[src/rtl/mf_ctrl_pkg.sv]
package mf_ctrl_pkg;

  localparam int BYTE_W = 8;
  localparam int CODE_W = 6;
  localparam int BIN_W  = 4;
  localparam int NREG   = 4;
  localparam int VIEW_W = NREG * BYTE_W;

  typedef enum logic [1:0] {
    REG_CFG_A = 2'd0,
    REG_CFG_B = 2'd1,
    REG_TXCMD = 2'd2,
    REG_STAT  = 2'd3
  } reg_sel_e;

  // packed MSB first: en lands on bit 0
  typedef struct packed {
    logic alaw;
    logic bin;
    logic en;
  } cfg_a_t;

  typedef struct packed {
    logic kp_gate;
    logic kp_long;
    logic ext_clk;
  } cfg_b_t;

endpackage

[src/rtl/mf_code_check.sv]
module mf_code_check
  import mf_ctrl_pkg::*;
#(
  parameter int CW = CODE_W,
  parameter int BW = BIN_W
) (
  input  logic [BYTE_W-1:0] cmd,
  input  logic              bin_mode,
  output logic [CW-1:0]     field,
  output logic              is_off,
  output logic              is_bad
);

  localparam int CNT_W = $clog2(CW + 1);

  logic [CNT_W-1:0] ones;

  always_comb begin
    if (bin_mode) begin
      field = {{(CW-BW){1'b0}}, cmd[BW-1:0]};
    end else begin
      field = cmd[CW-1:0];
    end
  end

  always_comb begin
    ones = '0;
    for (int i = 0; i < CW; i++) begin
      ones = ones + CNT_W'(field[i]);
    end
  end

  assign is_off = (field == '0);
  assign is_bad = !bin_mode && !is_off && (ones != CNT_W'(2));

endmodule

[src/rtl/mf_chan_bank.sv]
module mf_chan_bank
  import mf_ctrl_pkg::*;
#(
  parameter int CW = CODE_W,
  parameter int BW = BIN_W
) (
  input  logic              clk,
  input  logic              rst_n,
  input  logic              wr_stb,
  input  reg_sel_e          reg_sel,
  input  logic [BYTE_W-1:0] wdata,
  output cfg_a_t            cfg_a,
  output cfg_b_t            cfg_b,
  output logic              tone_on,
  output logic [CW-1:0]     tone_code,
  output logic [VIEW_W-1:0] reg_view
);

  cfg_a_t        cfg_a_q, cfg_a_d;
  cfg_b_t        cfg_b_q, cfg_b_d;
  logic          tone_q, tone_d;
  logic [CW-1:0] code_q, code_d;
  logic          err_q, err_d;

  logic          wr_a, wr_b, wr_tx, tx_take;
  logic [CW-1:0] chk_field;
  logic          chk_off, chk_bad;

  assign wr_a    = wr_stb && (reg_sel == REG_CFG_A);
  assign wr_b    = wr_stb && (reg_sel == REG_CFG_B);
  assign wr_tx   = wr_stb && (reg_sel == REG_TXCMD);
  assign tx_take = wr_tx && cfg_a_q.en;

  mf_code_check #(.CW(CW), .BW(BW)) u_chk (
    .cmd      (wdata),
    .bin_mode (cfg_a_q.bin),
    .field    (chk_field),
    .is_off   (chk_off),
    .is_bad   (chk_bad)
  );

  // next-state
  always_comb begin
    cfg_a_d = cfg_a_q;
    cfg_b_d = cfg_b_q;
    tone_d  = tone_q;
    code_d  = code_q;
    err_d   = err_q;
    if (wr_a) cfg_a_d = cfg_a_t'(wdata[$bits(cfg_a_t)-1:0]);
    if (wr_b) cfg_b_d = cfg_b_t'(wdata[$bits(cfg_b_t)-1:0]);
    if (tx_take) begin
      if (chk_off) begin
        tone_d = 1'b0;
        code_d = '0;
        err_d  = 1'b0;
      end else if (chk_bad) begin
        err_d  = 1'b1;
      end else begin
        tone_d = 1'b1;
        code_d = chk_field;
        err_d  = 1'b0;
      end
    end
  end

  // registers
  always_ff @(posedge clk or negedge rst_n) begin
    if (!rst_n) begin
      cfg_a_q <= '0;
      cfg_b_q <= '0;
      tone_q  <= 1'b0;
      code_q  <= '0;
      err_q   <= 1'b0;
    end else begin
      if (wr_a)    cfg_a_q <= cfg_a_d;
      if (wr_b)    cfg_b_q <= cfg_b_d;
      if (tx_take) begin
        tone_q <= tone_d;
        code_q <= code_d;
        err_q  <= err_d;
      end
    end
  end

  assign cfg_a     = cfg_a_q;
  assign cfg_b     = cfg_b_q;
  assign tone_on   = tone_q;
  assign tone_code = code_q;

  always_comb begin
    reg_view = '0;
    reg_view[0*BYTE_W +: $bits(cfg_a_t)] = cfg_a_q;
    reg_view[1*BYTE_W +: $bits(cfg_b_t)] = cfg_b_q;
    reg_view[2*BYTE_W +: CW]             = code_q;
    reg_view[3*BYTE_W +: 2]              = {err_q, tone_q};
  end

  // a command to a disabled channel touches nothing
  a_r9_disabled_ignores: assert property (@(posedge clk) disable iff (!rst_n)
    (wr_tx && !cfg_a_q.en) |=> ($stable(tone_q) && $stable(code_q) && $stable(err_q)));

  // malformed 2-of-6 code raises the error and keeps the tone
  a_r6_bad_rejected: assert property (@(posedge clk) disable iff (!rst_n)
    (tx_take && !cfg_a_q.bin && chk_bad) |=> (err_q && $stable(tone_q) && $stable(code_q)));

  // zero field on an enabled channel stops the tone
  a_r8_off_stops: assert property (@(posedge clk) disable iff (!rst_n)
    (tx_take && chk_off) |=> (!tone_q && code_q == '0 && !err_q));

  // the tone moves only on a transmit command
  a_r10_tone_only_by_cmd: assert property (@(posedge clk) disable iff (!rst_n)
    !wr_tx |=> ($stable(tone_q) && $stable(code_q)));

  // a running tone in 2-of-6 mode carries exactly two frequencies
  a_r5_two_bits: assert property (@(posedge clk) disable iff (!rst_n)
    (tx_take && !cfg_a_q.bin && !chk_off && !chk_bad) |=> ($countones(code_q) == 2));

  // config holds without its own write
  a_r2_cfg_a_hold: assert property (@(posedge clk) disable iff (!rst_n)
    !wr_a |=> $stable(cfg_a_q));
  a_r3_cfg_b_hold: assert property (@(posedge clk) disable iff (!rst_n)
    !wr_b |=> $stable(cfg_b_q));

endmodule

[src/rtl/mf_rd_mux.sv]
module mf_rd_mux
  import mf_ctrl_pkg::*;
#(
  parameter int NUM_CH = 2,
  parameter int CH_W   = 1
) (
  input  logic                     clk,
  input  logic                     rst_n,
  input  logic                     rd_stb,
  input  logic [CH_W-1:0]          ch_idx,
  input  reg_sel_e                 reg_sel,
  input  logic [NUM_CH*VIEW_W-1:0] views,
  output logic [BYTE_W-1:0]        rdata
);

  logic [BYTE_W-1:0] rdata_q, rdata_d, pick;

  always_comb begin
    pick = '0;
    for (int c = 0; c < NUM_CH; c++) begin
      if (ch_idx == CH_W'(c)) begin
        pick = views[c*VIEW_W + int'(reg_sel)*BYTE_W +: BYTE_W];
      end
    end
  end

  always_comb begin
    rdata_d = rdata_q;
    if (rd_stb) rdata_d = pick;
  end

  always_ff @(posedge clk or negedge rst_n) begin
    if (!rst_n) begin
      rdata_q <= '0;
    end else if (rd_stb) begin
      rdata_q <= rdata_d;
    end
  end

  assign rdata = rdata_q;

  // read data holds between reads
  a_r11_rdata_holds: assert property (@(posedge clk) disable iff (!rst_n)
    !rd_stb |=> $stable(rdata_q));

endmodule

[src/rtl/mf_ctrl_port.sv]
module mf_ctrl_port
  import mf_ctrl_pkg::*;
#(
  parameter int NUM_CH = 2,
  localparam int CH_W  = (NUM_CH > 1) ? $clog2(NUM_CH) : 1,
  localparam int AW    = CH_W + 2
) (
  input  logic                     clk,
  input  logic                     rst_n,
  input  logic                     bus_sel,
  input  logic                     bus_we,
  input  logic [AW-1:0]            bus_addr,
  input  logic [BYTE_W-1:0]        bus_wdata,
  output logic [BYTE_W-1:0]        bus_rdata,
  output logic [NUM_CH-1:0]        tone_on,
  output logic [NUM_CH*CODE_W-1:0] tone_code,
  output logic [NUM_CH-1:0]        cfg_ext_clk,
  output logic [NUM_CH-1:0]        cfg_bin,
  output logic [NUM_CH-1:0]        cfg_en,
  output logic [NUM_CH-1:0]        cfg_kp_long,
  output logic [NUM_CH-1:0]        cfg_kp_gate,
  output logic [NUM_CH-1:0]        cfg_alaw
);

  logic [CH_W-1:0]          ch_idx;
  reg_sel_e                 reg_sel;
  logic                     wr_any, rd_any;
  logic [NUM_CH*VIEW_W-1:0] views;

  assign ch_idx  = bus_addr[AW-1:2];
  assign reg_sel = reg_sel_e'(bus_addr[1:0]);
  assign wr_any  = bus_sel && bus_we;
  assign rd_any  = bus_sel && !bus_we;

  for (genvar g = 0; g < NUM_CH; g++) begin : g_ch
    cfg_a_t ca;
    cfg_b_t cb;
    logic   wr_this;

    assign wr_this = wr_any && (ch_idx == CH_W'(g));

    mf_chan_bank #(.CW(CODE_W), .BW(BIN_W)) u_bank (
      .clk       (clk),
      .rst_n     (rst_n),
      .wr_stb    (wr_this),
      .reg_sel   (reg_sel),
      .wdata     (bus_wdata),
      .cfg_a     (ca),
      .cfg_b     (cb),
      .tone_on   (tone_on[g]),
      .tone_code (tone_code[g*CODE_W +: CODE_W]),
      .reg_view  (views[g*VIEW_W +: VIEW_W])
    );

    assign cfg_en[g]      = ca.en;
    assign cfg_bin[g]     = ca.bin;
    assign cfg_alaw[g]    = ca.alaw;
    assign cfg_ext_clk[g] = cb.ext_clk;
    assign cfg_kp_long[g] = cb.kp_long;
    assign cfg_kp_gate[g] = cb.kp_gate;
  end

  mf_rd_mux #(.NUM_CH(NUM_CH), .CH_W(CH_W)) u_rd (
    .clk     (clk),
    .rst_n   (rst_n),
    .rd_stb  (rd_any),
    .ch_idx  (ch_idx),
    .reg_sel (reg_sel),
    .views   (views),
    .rdata   (bus_rdata)
  );

  // nothing moves without a bus select
  a_r12_no_sel_no_change: assert property (@(posedge clk) disable iff (!rst_n)
    !bus_sel |=> ($stable(cfg_en) && $stable(cfg_bin) && $stable(cfg_alaw) &&
                  $stable(cfg_ext_clk) && $stable(tone_on) && $stable(bus_rdata)));

  // a write to one channel leaves the other alone
  a_r4_other_ch_stable: assert property (@(posedge clk) disable iff (!rst_n)
    (wr_any && ch_idx == CH_W'(0)) |=> ($stable(tone_on[NUM_CH-1]) && $stable(cfg_en[NUM_CH-1])));

endmodule

[config.mk]
export PLATFORM = sky130hd
export DESIGN_NAME = mf_ctrl_port
export DESIGN_NICKNAME = d
export VERILOG_FILES = /design/src/rtl/mf_ctrl_pkg.sv /design/src/rtl/mf_code_check.sv /design/src/rtl/mf_chan_bank.sv /design/src/rtl/mf_rd_mux.sv /design/src/rtl/mf_ctrl_port.sv
export SDC_FILE = /design/constraint.sdc
export NUM_CORES = 1
export LEC_CHECK = 0
export BUFFER_PORTS_ARGS = -buffer_cell sky130_fd_sc_hd__buf_4
export CORE_MARGIN = 5
export CORE_UTILIZATION = 25
export DETAILED_ROUTE_END_ITERATION = 10
export GPL_ROUTABILITY_DRIVEN = 0
export PLACE_DENSITY = 0.53
export SETUP_SLACK_MARGIN = 0.5
export SYNTH_ARGS = -nofsm -noshare
export SYNTH_HDL_FRONTEND = slang
export SYNTH_HIERARCHICAL = 1
export SYNTH_SLANG_ARGS = --single-unit
[constraint.sdc]
create_clock -name clk -period 3.6 [get_ports clk]
set_input_delay 0.18 -clock clk [delete_from_list [all_inputs] [get_ports clk]]
set_output_delay 0.18 -clock clk [all_outputs]
set_load 0.01 [all_outputs]
==> impl_metrics.tcl, run 1 <==
set metrics [dict create \
    powerDensity_nw_per_um2 454 \
    die_area_um2 14200 \
    synth-seq-area-share 0.302 \
    core_area_um2 11900 \
    clock_latency_ps 280 \
    vdd_drop_max_mv 0.211 \
    postSynthCellCount 291 \
    design_area_um2 3200 \
    netlist_area_um2 2980 \
    fin_ws_ps 664 \
    worstPathArrival_ps 3100 \
    r2r_start "g_ch[1].u_bank/cfg_a[1]$_DFFE_PN0P_" \
    finalCritPeriodShare 0.816 \
    post_drt_via_cell_ratio 4.18 \
    hold_viol 0 \
    hpwl_um 5020 \
    place_area_um2 3040 \
    antenna_cells 0 \
    cts_setup_buffers 0 \
    grt_pass1_vias 1940 \
    mostFrequentLayoutCells "48 x buf_4, 36 x conb_1, 36 x dfrtp_1, 28 x nor2b_1" \
    fin_crit_ps 2940 \
    area_growth_pct 7.38 \
    postRouteWirelength_um 6540 \
    power_leakage_uw 0.00161 \
    cts_root_buf "clkbuf_16" \
    drc 0 \
    hp-class "in -> reg" \
    die_y_um 119 \
    yosysTopAreaCell "dfrtp_1" \
    fmax_mhz 341 \
    fin_nets 325 \
    worst_setup_path_end_kind "flip-flop" \
    preCtsSetupSlack_ps 291 \
    max-cap-violations 0 \
    hold_start "bus_wdata[1]" \
    worstPathMaxFanout 8 \
    cts_buffers 5 \
    ys_types 32 \
    cts_tree "done" \
    clk_path_buf_depth 2 \
    grt_pass1_wl_um 10400 \
    start_util 0.252 \
    rows 40 \
    vias 1874 \
    path_class "in -> reg" \
    synth_area_leaders "dfrtp_1 30%, buf_4 19%, mux2_2 9.1%" \
    dr.pass1.iters 4 \
    setup_viol 0 \
    setup_tns_ps 0 \
    htreeDepth 2 \
    ys_warn_count 6 \
    dr.first_iter.drc_count 79 \
    synth_top_cell_area_share 0.302 \
    detail_route.wl_per_cell_um 14.6 \
    fill_cells 1263 \
    avgSynthCellArea_um2 10.3 \
    worstSetupStartpoint "bus_wdata[0]" \
    grt_overflow 0 \
    cts_num_sinks 36 \
    layout_commonest_cell "buf_4" \
    grtUsageTotal 0.0930 \
    worst_pin_slew_ps 688 \
    slew_violations 0 \
    antenna_found_initial 0 \
    grt_max_degree 43 \
    die_w_um 119 \
    ios 49 \
    ant_nets 0 \
    port-buffer-count 46 \
    clkTransAtPathRegs_ps 60 \
    worst-endpoint-required_ps 3760 \
    slew-limit-headroom 0.541 \
    ys_seq_elements 36 \
    power.total_uw 1460 \
    outcome "complete, no violations" \
    skew_ps 3.49 \
    rsz0062_at_grt "false" \
    drive_above_1_share 0.302 \
    start_kind "input pin" \
]
==> sequential cells by signal, summed over array words and instances, names as in the netlist <==
signal / count
g_ch.u_bank/tone_code: 12
g_ch.u_bank/err_q: 2
g_ch.u_bank/cfg_b: 6
g_ch.u_bank/cfg_a: 6
g_ch.u_bank/tone_on: 2
u_rd/rdata: 8
==> synthesized netlist by cell type (all sizes together) <==
cell	n
ha	4
a22oi	8
dfrtp	36
inv	16
a41o	8
and3b	1
nor2b	28
nand2b	5
and4b	2
mux2i	24
nand3	8
a21oi	2
a311oi	2
o211a	2
nand4b	2
a211o	8
nor2	11
a2bb2oi	2
mux2	24
nor3b	4
conb	2
buf	79
and2b	2
clkbuf	2
nand3b	2
fa	6
and3	1
==> stage by stage <==
stage	util	hold slack, ps	std cells
2_1_floorplan	-	-116	325
3_3_place_gp	0.256	173	439
3_5_place_dp	0.256	180	439
4_1_cts	0.270	232	448
5_1_grt	0.270	232	448
6_report	0.270	226	448
==> logic make-up (layout without fill, tap and decap cells) <==
family | after synthesis | in the layout | synth area share
compound gates | 32 | 32 | 0.104
fa+ha+maj | 10 | 10 | 0.0570
buf+inv | 97 | 73 | 0.226
flops | 36 | 36 | 0.302
mux | 48 | 48 | 0.171
other cells | 2 | 36 | 0.00252
simple gates | 66 | 66 | 0.137
==> what timing repair did <==
item,CTS,global route
hold endpoints to repair,36,0
endpoints found under the setup margin,0,10
hold buffers,1,0
gates resized for setup,0,1
==> worst max-delay path, stage by stage <==
cell      delay [ps]
buf_4            150
inv_1             90
fa_1             500
fa_1             490
inv_1             40
ha_1             160
inv_1             60
fa_1             410
nor3b_1          240
a311oi_2         110
a21oi_4          300
mux2_2           370
==> report_power, final <==
| part | switching, µW | internal (µW) |
|---|---|---|
| combinational | 225 | 247 |
| sequential | 62.3 | 484 |
| clock | 164 | 273 |
| total | 451 | 1000 |
==> final cells by class <==
class                      count  area, µm²  share of cell area
multi-input combinational    192       1540               0.481
sequential                    36        901               0.281
clock inverter                 2       10.0             0.00312
timing repair buffer          49        370               0.116
clock buffer                   6        139              0.0433
tap                          147        184              0.0574
inverter                      16       60.1              0.0187
==> routing by layer <==
layer,global-route usage,routed length [µm]
met4,0.0239,66
met1,0.122,3090
met3,0.0185,215
met5,0,0
met2,0.156,3170
==> worst paths after layout <==
path,slack (ps),cells past startpoint,end
worst max-delay path,660,12,g_ch[1].u_bank/tone_code[4]$_DFFE_PN0P_
worst min-delay path,230,2,g_ch[1].u_bank/cfg_a[1]$_DFFE_PN0P_
worst max register to register,670,10,g_ch[1].u_bank/tone_code[4]$_DFFE_PN0P_
worst min register to register,490,2,g_ch[1].u_bank/err_q$_DFFE_PN0P_
max in group asynchronous,2860,2,g_ch[1].u_bank/cfg_a[2]$_DFFE_PN0P_
min in group asynchronous,400,2,g_ch[1].u_bank/cfg_a[1]$_DFFE_PN0P_
Power figures use the tool's default switching activity.
==> inputs of run 2 (changes only) <==
- clock period: 3.6 -> 2.9 ns (I/O delays scaled with it)
==> impl_metrics.tcl, run 2 (synthesis gave the netlist of run 1 again) <==
set metrics [dict create \
    drc 0 \
    finalCritPeriodShare 1.00 \
    fin_nets 346 \
    outcome "finished, violations left" \
    rows 40 \
    cts_num_sinks 36 \
    max-cap-violations 0 \
    antenna_cells 0 \
    slowest_delay_ps 540 \
    dr.first_iter.drc_count 67 \
    antenna_found_initial 0 \
    worstSetupStartpoint "g_ch[0].u_bank/cfg_a[1]$_DFFE_PN0P_" \
    post_drt_via_cell_ratio 4.15 \
    worst_pin_slew_ps 648 \
    clock_latency_ps 280 \
    cts_buffers 5 \
    largest_reg_flops 12 \
    ios 49 \
    dr.pass1.iters 4 \
    multi_input_area_um2 1650 \
    grt_pass1_wl_um 11500 \
    grt_pass1_vias 2127 \
    seq_area_um2 903 \
    setup_tns_ps -39.9 \
    start_util 0.252 \
    layout_commonest_cell "buf_4" \
    vdd_drop_max_mv 0.262 \
    htreeDepth 2 \
    worstPathMaxFanout 5 \
    die_area_um2 14200 \
    grt_max_degree 43 \
    area_growth_pct 20.8 \
    vias 1948 \
    rrSetupSlack_ps -10 \
    hp-class "in -> reg" \
    r2r_start "g_ch[0].u_bank/cfg_a[1]$_DFFE_PN0P_" \
    whs_ps 227 \
    hold_viol 0 \
    clkTransAtPathRegs_ps 60 \
    drive_above_1_share 0.413 \
    cts_tree "done" \
    detail_route.wl_per_cell_um 15.1 \
    crit_top_cell "fa_1" \
    die_w_um 119 \
    critPathCapture "g_ch[0].u_bank/tone_code[2]$_DFFE_PN0P_" \
    powerDensity_nw_per_um2 565 \
    worst-endpoint-required_ps 3060 \
    slew-limit-headroom 0.567 \
    grtUsageTotal 0.102 \
    grt_overflow 0 \
    path_class "reg -> reg" \
    die_y_um 119 \
    fin_ws_ps -9.81 \
    hpwl_um 5230 \
    fmax_mhz 344 \
    port-buffer-count 46 \
    power_leakage_uw 0.00178 \
    cts_root_buf "clkbuf_16" \
    setup_viol 5 \
    ant_nets 0 \
    worstPathArrival_ps 3070 \
    fill_cells 1217 \
    core_area_um2 11900 \
    clk_path_buf_depth 2 \
    fin_crit_ps 2910 \
    skew_ps 6.70 \
    power.total_uw 2040 \
    start_kind "flip-flop" \
    postRouteWirelength_um 7060 \
    path_cells "nand2b_4 -> fa_1 -> inv_1 -> ha_2 -> inv_2 -> fa_1 -> nor3b_2 -> a311oi_2 -> buf_4 -> a21oi_4 -> buf_6 -> mux2_4" \
    rsz0062_at_grt "true" \
    worst_setup_path_end_kind "flip-flop" \
    violations "negative setup slack" \
    crit_slowest_cell "fa_1" \
    worstRegToRegCells 12 \
    r2r_end "g_ch[0].u_bank/tone_code[2]$_DFFE_PN0P_" \
    slew_violations 0 \
    mostFrequentLayoutCells "59 x buf_4, 36 x conb_1, 34 x dfrtp_1, 28 x nor2b_1, 24 x mux2i_1" \
]
[run 2: cell count changes in the layout (fill, tap and decap cells not counted), moves of 3 or more]
cell	previous run	this run
mux2_2	24	12
mux2_4	0	12
buf_4	48	59
inv_1	16	9
buf_6	0	5
nand2b_1	5	1
nand2b_4	0	4
nor2_1	10	6
buf_8	0	3
inv_2	0	3
[run 2: routing by layer]
metal,vias up,global-route usage,wire [µm],part of all wire
met4,0,0.0253,103,0.015
met3,9,0.0214,243,0.034
li1,959,-,-,-
met1,943,0.130,3200,0.45
met2,37,0.176,3510,0.50
met5,-,0,0,0
[run 2: critical path, delay by kind of cell, from the launching register on]
kind	cells	cell delay, ps
AO/OA/AOI/OAI	2	200
adder cells (fa/ha/maj)	3	1110
buffers and inverters	4	410
flip-flops	1	420
multiplexers	1	300
AND/OR/NAND/NOR	2	340
[run 2: layout make-up]
cell class | count | area share
tap | 147 | 0.0510
inverter | 16 | 0.0250
sequential | 36 | 0.251
multi-input combinational | 192 | 0.458
clock inverter | 1 | 0.00833
timing repair buffer | 70 | 0.165
clock buffer | 7 | 0.0423
[run 2: what timing repair did]
item | in CTS | in global routing
setup buffers | 9 | 2
resized for setup | 26 | 10
pin swaps | 10 | 3
gates cloned | 0 | 0
setup endpoints to repair | 16 | 16
endpoints found under the hold margin | 36 | 0
hold buffers | 1 | 0
[run 2: worst min path at each step]
stage / startpoint / to / slack [ps] / cells past startpoint
final: bus_wdata[2] / g_ch[1].u_bank/cfg_a[2]$_DFFE_PN0P_ / 230 / 2
after floorplan: rst_n / g_ch[0].u_bank/cfg_a[0]$_DFFE_PN0P_ / -150 / 0
after global placement: rst_n / g_ch[0].u_bank/tone_code[4]$_DFFE_PN0P_ / 140 / 1
after detailed placement: rst_n / g_ch[1].u_bank/tone_code[4]$_DFFE_PN0P_ / 150 / 1
after global routing: bus_wdata[2] / g_ch[1].u_bank/cfg_a[2]$_DFFE_PN0P_ / 240 / 2
after CTS: bus_wdata[2] / g_ch[1].u_bank/cfg_b[2]$_DFFE_PN0P_ / 230 / 2
[run 2: per-stage QoR]
step                instances   util  worst slack [ps]  area [µm²]
floorplan                 325      -               134        3180
global placement          449  0.268              -340        3180
detailed placement        449  0.268              -371        3180
CTS                       467  0.300             -39.0        3550
global route              469  0.304              -125        3610
finish                    469  0.304             -9.81        3610
[run 2: where the power goes]
group,total (µW),leakage [µW],internal [µW],switching (µW)
Combinational,682,0.00123,379,304
Sequential,692,0.000461,602,90.3
Clock,664,0.0000901,453,211
